--- config.mk ---
export PLATFORM = sky130hd
export DESIGN_NAME = freq_table_search
export DESIGN_NICKNAME = d
export VERILOG_FILES = /design/src/rtl/fts_pkg.sv /design/src/rtl/fts_table.sv /design/src/rtl/fts_scan.sv /design/src/rtl/freq_table_search.sv
export SDC_FILE = /design/constraint.sdc
export NUM_CORES = 2
export LEC_CHECK = 0
export ABC_CLOCK_PERIOD_IN_PS = 7290
export BUFFER_PORTS_ARGS = -buffer_cell sky130_fd_sc_hd__buf_2
export CAP_MARGIN = 20
export CORE_MARGIN = 3
export CORE_UTILIZATION = 60
export CTS_CLUSTER_DIAMETER = 120
export CTS_CLUSTER_SIZE = 10
export DETAILED_ROUTE_END_ITERATION = 6
export MAX_ROUTING_LAYER = met4
export PLACE_DENSITY_LB_ADDON = 0.15
export SETUP_SLACK_MARGIN = 0.3
export SYNTH_ARGS = -nofsm -noshare
export SYNTH_HDL_FRONTEND = slang
export SYNTH_SLANG_ARGS = --single-unit
--- constraint.sdc ---
create_clock -name clk -period 7.29 [get_ports clk]
set_input_delay 0.729 -clock clk [delete_from_list [all_inputs] [get_ports clk]]
set_output_delay 0.729 -clock clk [all_outputs]
set_load 0.02 [all_outputs]
--- src/rtl/fts_pkg.sv ---
package fts_pkg;
  localparam int FREQ_W = 32;
  localparam int NR_W   = 6;
  localparam int NO_W   = 4;
  localparam int NF_W   = 13;
  localparam int NB_W   = 12;

  typedef struct packed {
    logic [FREQ_W-1:0] freq;
    logic [NR_W-1:0]   nr;
    logic [NO_W-1:0]   no;
    logic [NF_W-1:0]   nf;
    logic [NB_W-1:0]   nb;
  } fts_entry_t;

  typedef enum logic {
    QRY_EXACT = 1'b0,
    QRY_ROUND = 1'b1
  } qry_t;

  typedef enum logic [1:0] {
    ST_IDLE = 2'd0,
    ST_SCAN = 2'd1,
    ST_RESP = 2'd2
  } scan_st_t;

  // A slot with zero frequency ends the valid part of the table
  function automatic logic fts_is_term(input fts_entry_t e);
    return (e.freq == '0);
  endfunction

  // Does a slot satisfy the query?
  function automatic logic fts_hit(input qry_t mode,
                                   input logic [FREQ_W-1:0] slot_f,
                                   input logic [FREQ_W-1:0] want_f);
    if (mode == QRY_EXACT) return (slot_f == want_f);
    return (slot_f <= want_f);
  endfunction
endpackage

--- src/rtl/fts_table.sv ---
module fts_table
  import fts_pkg::*;
#(
  parameter int DEPTH = 16,
  localparam int AW = $clog2(DEPTH)
) (
  input  logic         clk,
  input  logic         rst_n,
  input  logic         wr_en,
  input  logic [AW-1:0] wr_addr,
  input  fts_entry_t   wr_entry,
  input  logic [AW-1:0] rd_addr,
  output fts_entry_t   rd_entry
);
  fts_entry_t slots [DEPTH];

  for (genvar g = 0; g < DEPTH; g++) begin : g_slot
    always_ff @(posedge clk or negedge rst_n) begin
      if (!rst_n) begin
        slots[g] <= '0;
      end else if (wr_en && (wr_addr == AW'(g))) begin
        slots[g] <= wr_entry;
      end
    end
  end

  assign rd_entry = slots[rd_addr];
endmodule

--- src/rtl/fts_scan.sv ---
module fts_scan
  import fts_pkg::*;
#(
  parameter int DEPTH = 16,
  localparam int AW = $clog2(DEPTH)
) (
  input  logic              clk,
  input  logic              rst_n,
  input  logic              req_valid,
  input  qry_t              req_mode,
  input  logic [FREQ_W-1:0] req_freq,
  output logic              req_ready,
  output logic [AW-1:0]     rd_addr,
  input  fts_entry_t        rd_entry,
  output logic              rsp_valid,
  output logic              rsp_found,
  output logic [AW-1:0]     rsp_index,
  output fts_entry_t        rsp_entry,
  output logic              scan_active,
  output logic              ev_hit,
  output logic              ev_term,
  output logic              ev_end,
  output qry_t              q_mode,
  output logic [FREQ_W-1:0] q_freq
);
  scan_st_t   state;
  logic [AW-1:0] idx;
  fts_entry_t prev;

  logic          done;
  logic          res_found;
  logic [AW-1:0] res_idx;
  fts_entry_t    res_entry;

  assign scan_active = (state == ST_SCAN);
  assign req_ready   = (state == ST_IDLE);
  assign rsp_valid   = (state == ST_RESP);
  assign rd_addr     = idx;

  assign ev_term = scan_active && fts_is_term(rd_entry);
  assign ev_hit  = scan_active && !ev_term && fts_hit(q_mode, rd_entry.freq, q_freq);
  assign ev_end  = scan_active && !ev_term && !ev_hit && (idx == AW'(DEPTH-1));
  assign done    = ev_term || ev_hit || ev_end;

  always_comb begin
    res_found = 1'b0;
    res_idx   = '0;
    res_entry = '0;
    if (ev_hit) begin
      res_found = 1'b1;
      res_idx   = idx;
      res_entry = rd_entry;
    end else if (ev_term) begin
      if ((idx != '0) && (q_mode == QRY_ROUND)) begin
        res_found = 1'b1;
        res_idx   = idx - AW'(1);
        res_entry = prev;
      end
    end else if (ev_end) begin
      if (q_mode == QRY_ROUND) begin
        res_found = 1'b1;
        res_idx   = idx;
        res_entry = rd_entry;
      end
    end
  end

  always_ff @(posedge clk or negedge rst_n) begin
    if (!rst_n) begin
      state     <= ST_IDLE;
      idx       <= '0;
      prev      <= '0;
      q_mode    <= QRY_EXACT;
      q_freq    <= '0;
      rsp_found <= 1'b0;
      rsp_index <= '0;
      rsp_entry <= '0;
    end else begin
      case (state)
        ST_IDLE: begin
          if (req_valid) begin
            q_mode <= req_mode;
            q_freq <= req_freq;
            idx    <= '0;
            prev   <= '0;
            state  <= ST_SCAN;
          end
        end
        ST_SCAN: begin
          if (done) begin
            rsp_found <= res_found;
            rsp_index <= res_idx;
            rsp_entry <= res_entry;
            state     <= ST_RESP;
          end else begin
            prev <= rd_entry;
            idx  <= idx + AW'(1);
          end
        end
        default: begin
          state <= ST_IDLE;
        end
      endcase
    end
  end
endmodule

--- src/rtl/freq_table_search.sv ---
module freq_table_search
  import fts_pkg::*;
#(
  parameter int DEPTH = 16,
  localparam int AW = $clog2(DEPTH)
) (
  input  logic          clk,
  input  logic          rst_n,
  input  logic          wr_en,
  input  logic [AW-1:0] wr_addr,
  input  logic [31:0]   wr_freq,
  input  logic [5:0]    wr_nr,
  input  logic [3:0]    wr_no,
  input  logic [12:0]   wr_nf,
  input  logic [11:0]   wr_nb,
  input  logic          req_valid,
  output logic          req_ready,
  input  logic          req_mode,
  input  logic [31:0]   req_freq,
  output logic          rsp_valid,
  output logic          rsp_found,
  output logic [AW-1:0] rsp_index,
  output logic [31:0]   rsp_freq,
  output logic [5:0]    rsp_nr,
  output logic [3:0]    rsp_no,
  output logic [12:0]   rsp_nf,
  output logic [11:0]   rsp_nb
);
  fts_entry_t    wr_entry;
  fts_entry_t    rd_entry;
  fts_entry_t    rsp_entry;
  logic [AW-1:0] rd_addr;
  logic          scan_active;
  logic          ev_hit;
  logic          ev_term;
  logic          ev_end;
  qry_t          q_mode;
  logic [31:0]   q_freq;

  assign wr_entry = '{freq: wr_freq, nr: wr_nr, no: wr_no, nf: wr_nf, nb: wr_nb};

  fts_table #(.DEPTH(DEPTH)) u_table (
    .clk      (clk),
    .rst_n    (rst_n),
    .wr_en    (wr_en),
    .wr_addr  (wr_addr),
    .wr_entry (wr_entry),
    .rd_addr  (rd_addr),
    .rd_entry (rd_entry)
  );

  fts_scan #(.DEPTH(DEPTH)) u_scan (
    .clk         (clk),
    .rst_n       (rst_n),
    .req_valid   (req_valid),
    .req_mode    (qry_t'(req_mode)),
    .req_freq    (req_freq),
    .req_ready   (req_ready),
    .rd_addr     (rd_addr),
    .rd_entry    (rd_entry),
    .rsp_valid   (rsp_valid),
    .rsp_found   (rsp_found),
    .rsp_index   (rsp_index),
    .rsp_entry   (rsp_entry),
    .scan_active (scan_active),
    .ev_hit      (ev_hit),
    .ev_term     (ev_term),
    .ev_end      (ev_end),
    .q_mode      (q_mode),
    .q_freq      (q_freq)
  );

  assign rsp_freq = rsp_entry.freq;
  assign rsp_nr   = rsp_entry.nr;
  assign rsp_no   = rsp_entry.no;
  assign rsp_nf   = rsp_entry.nf;
  assign rsp_nb   = rsp_entry.nb;
endmodule

Word level (Yosys, flattened, before mapping)
Cells that the tools add are included.
{"block": "word_totals", "inputBits": 108, "mem_bits_ro": 0, "ramBits": 0, "latch_bits": 0, "wordCells": 186, "memories": 0, "out_inout_bits": 74, "reg_bits": 1250}
{"block": "op_classes", "mul": 0, "mux": 28, "eq_ne": 22, "n_div": 0, "add_sub_neg": 2, "n_bitwise": 1, "n_shift": 0, "n_reduce_logical": 35, "n_lt_le_gt_ge": 2}
{"operator": "$mux 67", "count": 9}
{"operator": "$bmux 67 s4", "count": 1}
{"operator": "$pmux 67 s2", "count": 1}
{"operator": "$eq 4x4->1 const B", "count": 9}
{"operator": "$eq 32x32->1", "count": 1}
{"operator": "$le 32x32->1", "count": 1}
{"operator": "$logic_not 32->1", "count": 1}
{"operator": "$mux 4", "count": 7}
{"operator": "$logic_and 1x1->1", "count": 22}
{"operator": "$eq 4x3->1 const B", "count": 4}
{"operator": "$eq 4x2->1 const B", "count": 2}
{"operator": "$pmux 4 s2", "count": 1}
{"operator": "$mux 1", "count": 6}
{"operator": "$ne 2x2->1 const B", "count": 3}
{"operator": "$reduce_and 2->1", "count": 3}
{"operator": "$ge 5x5->1 const B", "count": 1}
{"operator": "$not 4->5", "count": 1}
{"operator": "$add 4x1->4 const B", "count": 1}
{"operator": "$eq 4x1->1 const B", "count": 1}
{"operator": "$logic_not 4->1", "count": 1}
{"operator": "$mux 2", "count": 2}
{"operator": "$pmux 2 s2", "count": 1}
{"operator": "$reduce_bool 4->1", "count": 1}
{"operator": "$sub 4x1->4 const B", "count": 1}
{"operator": "other kinds (7)", "count": 9}

Depth between registers and ports, before layout
{"block": "logic_depth", "depth_word": 15, "depth_mapped": 18, "mapped_depth_nobuf": 13}

Cells and area by module
Synthesis repeated with hierarchy kept, for this count alone.
{"block": "unflattened", "cells_unflattened": 3751, "area_unflattened_um2": 56266.5}
{"module": "fts_table", "n_inst": 1, "area_each_um2": 47854.6, "cells_per_inst": 2915, "seq_area_each_um2": 26825.7}
{"module": "fts_scan", "n_inst": 1, "area_each_um2": 8411.8, "cells_per_inst": 836, "seq_area_each_um2": 4454.3}

Worst setup path after synthesis
Ideal clock, no wire load.
{"block": "synth_path", "path_type": "flip-flop to flip-flop", "from": "reg u_scan.idx[0] (netlist: u_scan.rd_addr[0])", "to": "reg, netlist name u_scan.rsp_entry[0]", "setup_slack_ps": 3165, "path_buffers": 5, "setup_ps": 66, "period_less_slack_ps": 4125, "path_stages_with_launch": 18, "t_required_ps": 7224, "arrival_ps": 4059, "path_cell_list": "dfrtp_1 buf_2 buf_2 buf_2 mux4_2 a22oi_1 nand2_1 ha_1 a21o_1 a21o_1 a21oi_1 o22ai_1 o31ai_1 nand2_1 a211oi_1 clkbuf_1 clkbuf_1 a221o_1"}
{"block": "synth_via", "elab_chain_cells": 15, "word_cells_on_any_way": 26}
{"element": "from (decl)", "line_no": "fts_scan.sv:27", "rtl": "logic [AW-1:0] idx;"}
{"element": "from (signal assigned)", "line_no": "fts_scan.sv:97", "rtl": "idx <= idx + AW'(1);"}
{"element": "branches (longest 15 deep; another with $le 32x32->1)"}
Several ways; the timed one is not identified. The select of a mux whose other input is x is not followed.
A chain may end at the register's enable or synchronous reset.

Final worst setup path
{"block": "layout_path", "from": "reg u_scan.idx[0] (netlist: u_scan.rd_addr[0])", "to": "reg, netlist name u_scan.rsp_entry[30]"}
{"block": "layout_via", "elab_chain_cells": 15, "word_cells_on_any_way": 26}
{"element": "branches (longest 15 deep; another with $le 32x32->1)"}
Several ways; the timed one is not identified. The select of a mux whose other input is x is not followed.

==> results.md <==
- **number of max-capacitance violations reported** 0
- **Inserted Clock Buffers** 142
- **CTS root buf** sky130_fd_sc_hd__clkbuf_16
- **detail-routed via count per cell** 6.59
- **total number of yosys warnings** 0
- **die area** 97,200 um^2
- **startpoint class of the critical path** register
- **Seq cells post-synth** 1,250
- **multiplexer share of the synthesized area** 35.9%
- **antenna violations before repair** 16
- **status** finished, violations left
- **number of enable flip-flop cells after synthesis** 0
- **slowest library cell on the worst path** sky130_fd_sc_hd__dfrtp_4
- **largest fanout of any net on the critical path** 31
- **number of iterations in the first detailed-routing pass** 7
- **count of nets left with antenna violations after detail routing** 0
- **combinational family with the most area after synthesis** multiplexers
- **total setup violations reported at the end of the flow** 0
- **horizontal die dimension** 312 um
- **worst hold path class** input port to async pin
- **wire length the detailed router placed on met1** 58.6 mm
- **cell type contributing the most total cell area after synthesis** sky130_fd_sc_hd__dfrtp_1
- **violated checks** hold timing
- **minimum hold slack** -0.0113 ns
- **CTS Sinks** 1,250
- **WL per Instance** 29.0 um
- **Worst Clk Skew** 0.0250 ns
- **number of DRC violations after detailed-routing iteration 0** 3,036
- **cell mode on critical path** sky130_fd_sc_hd__buf_4
- **maximum resistive drop on vdd** 0.295 mV
- **placeable core region** 92,200 um^2
- **leakage power of the design** 27.0 nW
- **arithmetic-cell share of the synthesized area counting full adders, half adders and majority gates** 0.758%
- **Cell Rows** 111
- **CTS HTree Levels** 4
- **maximum number of pins on one net before global-route repair** 178
- **DRC violation count after routing** 0
- **mean post-synth cell area** 15.5 um^2
- **grt total ovfl** 0
- **total length of routed met2 wires** 73.3 mm
- **xor/xnor share of the synthesized area** 0.0156%
- **Total Nets Final** 3,826
- **most used flip-flop cell after synthesis** sky130_fd_sc_hd__dfrtp_1
- **effective utilization at floorplan** 60.9%
- **fraction of the mapped netlist area in simple logic gates** 2.44%
- **Seq/Total Area, Yosys** 55.7%
- **cell chain of the critical path** buf_4 -> mux4_2 -> a22oi_1 -> nand2_1 -> ha_1 -> nand4_1 -> nor4_1 -> and2_1 -> o31ai_1 -> a21oi_1 -> a21o_2 -> buf_4 -> a221o_1
- **highest achievable clock rate** 181 MHz
- **P&R area growth vs syn** 10.5%
- **clock tree from TritonCTS** done
- **number of global-route vias before repair** 35,900
- **worst slack at placement** 1.84 ns
- **Worst-Margin Slew** 1.18 ns
- **highest layer used for signal routing** met4
- **Total Routing Usage GR** 31.1%
- **Synth Area in Compound Gates** 2.56%
- **post-synthesis cell count** 3,609
- **WP data required** 7.96 ns
- **Final min period** 5.53 ns
- **portion of synthesized cell area occupied by the leading cell type** 55.7%
- **# Post-CTS Setup Buffers** 0
- **category of the critical setup timing path** register to register
- **normalized max-slew margin** 21.4%
- **Total Routed Length** 144 mm
- **Routability Congestion** 0.865
- **Hold Fails Final Rpt** 6
- **crit-path max cell delay** 0.88 ns
- **count of buffers inserted at the top-level ports** 181
- **arrival time at the worst endpoint** 6.19 ns
- **global-route wire length before repair** 222 mm
- **post-synthesis cell type count** 39
- **FFs w/ async S/R, synth** 100%
- **Max clock buf depth** 3
- **power density over the cells** 383 nW/um^2
- **unrepaired setup endpoints after global routing** no
- **Hold Buf Count CTS** 0
- **Resized Gates After CTS** 0
- **I/O pin count** 182
- **Final WS setup** 1.76 ns
- **share of the cycle needed by the critical path after routing** 75.8%
- **Detail Placement HPWL** 85.4 mm
- **top post-synthesis cells by area** sky130_fd_sc_hd__dfrtp_1 56%, sky130_fd_sc_hd__mux2_2 22%, sky130_fd_sc_hd__mux4_2 12%
- **clock edge transition at the registers on the reported setup and hold paths** 0.06 ns
- **vertical die dimension** 312 um
- **routed length on met3** 7.65 mm
- **count of final max-slew check failures** 0
- **fraction of final layout cells sized beyond drive strength 1** 50.0%
- **critical path endpoint category** register
- **Fin Setup TNS** 0 ns
- **synthesized netlist net count** 3,751
- **number of vias in the routed layout** 32,600
- **netlist area before placement** 56,100 um^2
- **clock insertion delay at the later pin of the skew report** 0.74 ns
==> cells in the final DEF (no fill, tap or decap), drive strengths merged, types with 8 or more instances in the layout <==
cell,count
dfrtp,1250
mux2,1105
mux4,307
buf,251
nand2,174
clkbuf,150
mux2i,78
a221o,71
a22oi,50
a21oi,42
and2,41
inv,40
ha,34
nor2,13
diode,12
nor2b,11
nand4,10
nand3,10
nor3,9
nor4,9
a21o,8
==> sequential cells by signal, indices dropped and copies added, names as in the netlist <==
signal	flops
u_table.slots	1072
u_scan.prev	67
u_scan.rsp_entry	67
u_scan.q_freq	32
u_scan.rd_addr	4
u_scan.rsp_index	4
u_scan.state	2
u_scan.q_mode	1
u_scan.rsp_found	1
==> synth_stat cells, types with 4 or more instances <==
library cell               instances
sky130_fd_sc_hd__nor2b_1          11
sky130_fd_sc_hd__mux2i_1          78
sky130_fd_sc_hd__nor2_1           13
sky130_fd_sc_hd__nor4_1            8
sky130_fd_sc_hd__ha_1             34
sky130_fd_sc_hd__a221o_1          71
sky130_fd_sc_hd__or3_1             4
sky130_fd_sc_hd__o21ai_0           4
sky130_fd_sc_hd__clkbuf_1        226
sky130_fd_sc_hd__mux2_2         1105
sky130_fd_sc_hd__and2_1           41
sky130_fd_sc_hd__nand2_1         174
sky130_fd_sc_hd__a22oi_1          50
sky130_fd_sc_hd__nand3_1          10
sky130_fd_sc_hd__buf_1            55
sky130_fd_sc_hd__nand2b_1          6
sky130_fd_sc_hd__inv_1            36
sky130_fd_sc_hd__buf_4             6
sky130_fd_sc_hd__buf_2            24
sky130_fd_sc_hd__buf_6             9
sky130_fd_sc_hd__dfrtp_1        1250
sky130_fd_sc_hd__nor3_1            9
sky130_fd_sc_hd__a21oi_1          42
sky130_fd_sc_hd__mux4_2          307
sky130_fd_sc_hd__a21o_1            8
sky130_fd_sc_hd__nand4_1          10
==> per-layer routing <==
layer	GRT usage, %	vias up
met5	-	-
met4	10.0	0
met3	4.99	275
met2	50.7	1046
met1	40.3	17800
li1	-	13500
==> worst max-delay path: cells and delay by family, from the launching register on <==
family	cells	cell delay, ns
AOI/OAI and AO/OA	5	1.63
adders and majority gates	1	0.34
buffers and inverters	2	1.00
DFF	1	0.88
muxes	1	0.58
and+or+nand+nor	4	0.94
==> logic make-up (layout without fill, tap and decap cells) <==
| kind of cell | count (synthesis) | in the layout |
|---|---|---|
| multiplexers | 1490 | 1490 |
| flip-flops | 1250 | 1250 |
| buffers and inverters | 356 | 448 |
| AND/OR/NAND/NOR | 295 | 295 |
| AO/OA/AOI/OAI | 183 | 183 |
| adder cells (fa/ha/maj) | 34 | 34 |
| XOR/XNOR | 1 | 1 |
| other | 0 | 12 |
==> stage by stage <==
stage	instance area, um^2	cells	utilization (%)	hold WS [ns]	power [mW]
after floorplan	56100	3609	-	0.433	15.3
after global placement	58100	4781	63.0	0.480	17.3
after detailed placement	58100	4782	63.0	0.472	17.7
after CTS	61900	4943	67.1	0.0985	23.9
after global routing	62000	4953	67.2	0.0557	24.9
final	62000	4956	67.2	-0.0113	23.8
==> where the power goes <==
part	internal (mW)	leakage (nW)	total, mW	switching, mW
registers	8.74	15.4	9.88	1.14
clock network	3.54	1.88	6.18	2.63
logic	3.96	9.72	7.70	3.74
==> final timing paths <==
path,start,end,slack [ns],depth (start not counted)
worst max-delay path,u_scan.rd_addr[0]$_DFFE_PN0P_,u_scan.rsp_entry[30]$_DFFE_PN0P_,1.76,13
worst min-delay path,rst_n,u_table.slots[857]$_DFFE_PN0P_,-0.01,1
worst max register to register,u_scan.rd_addr[0]$_DFFE_PN0P_,u_scan.rsp_entry[30]$_DFFE_PN0P_,1.76,13
worst min register to register,u_scan.rsp_found$_DFFE_PN0P_,u_scan.rsp_found$_DFFE_PN0P_,0.48,1
max in group asynchronous,rst_n,u_table.slots[207]$_DFFE_PN0P_,5.62,2
min in group clk,req_mode,u_scan.q_mode$_DFFE_PN0P_,0.23,2
==> layout make-up <==
cell class,count,area [um^2]
Fill cell,6320,30200
Timing Repair Buffer,251,1590
Tap cell,1243,1560
Clock buffer,150,3670
Sequential cell,1250,31300
Antenna cell,12,30.0
Inverter,36,135
Clock inverter,11,160
Multi-Input combinational cell,2003,23600
Power figures use the tool's default switching activity.
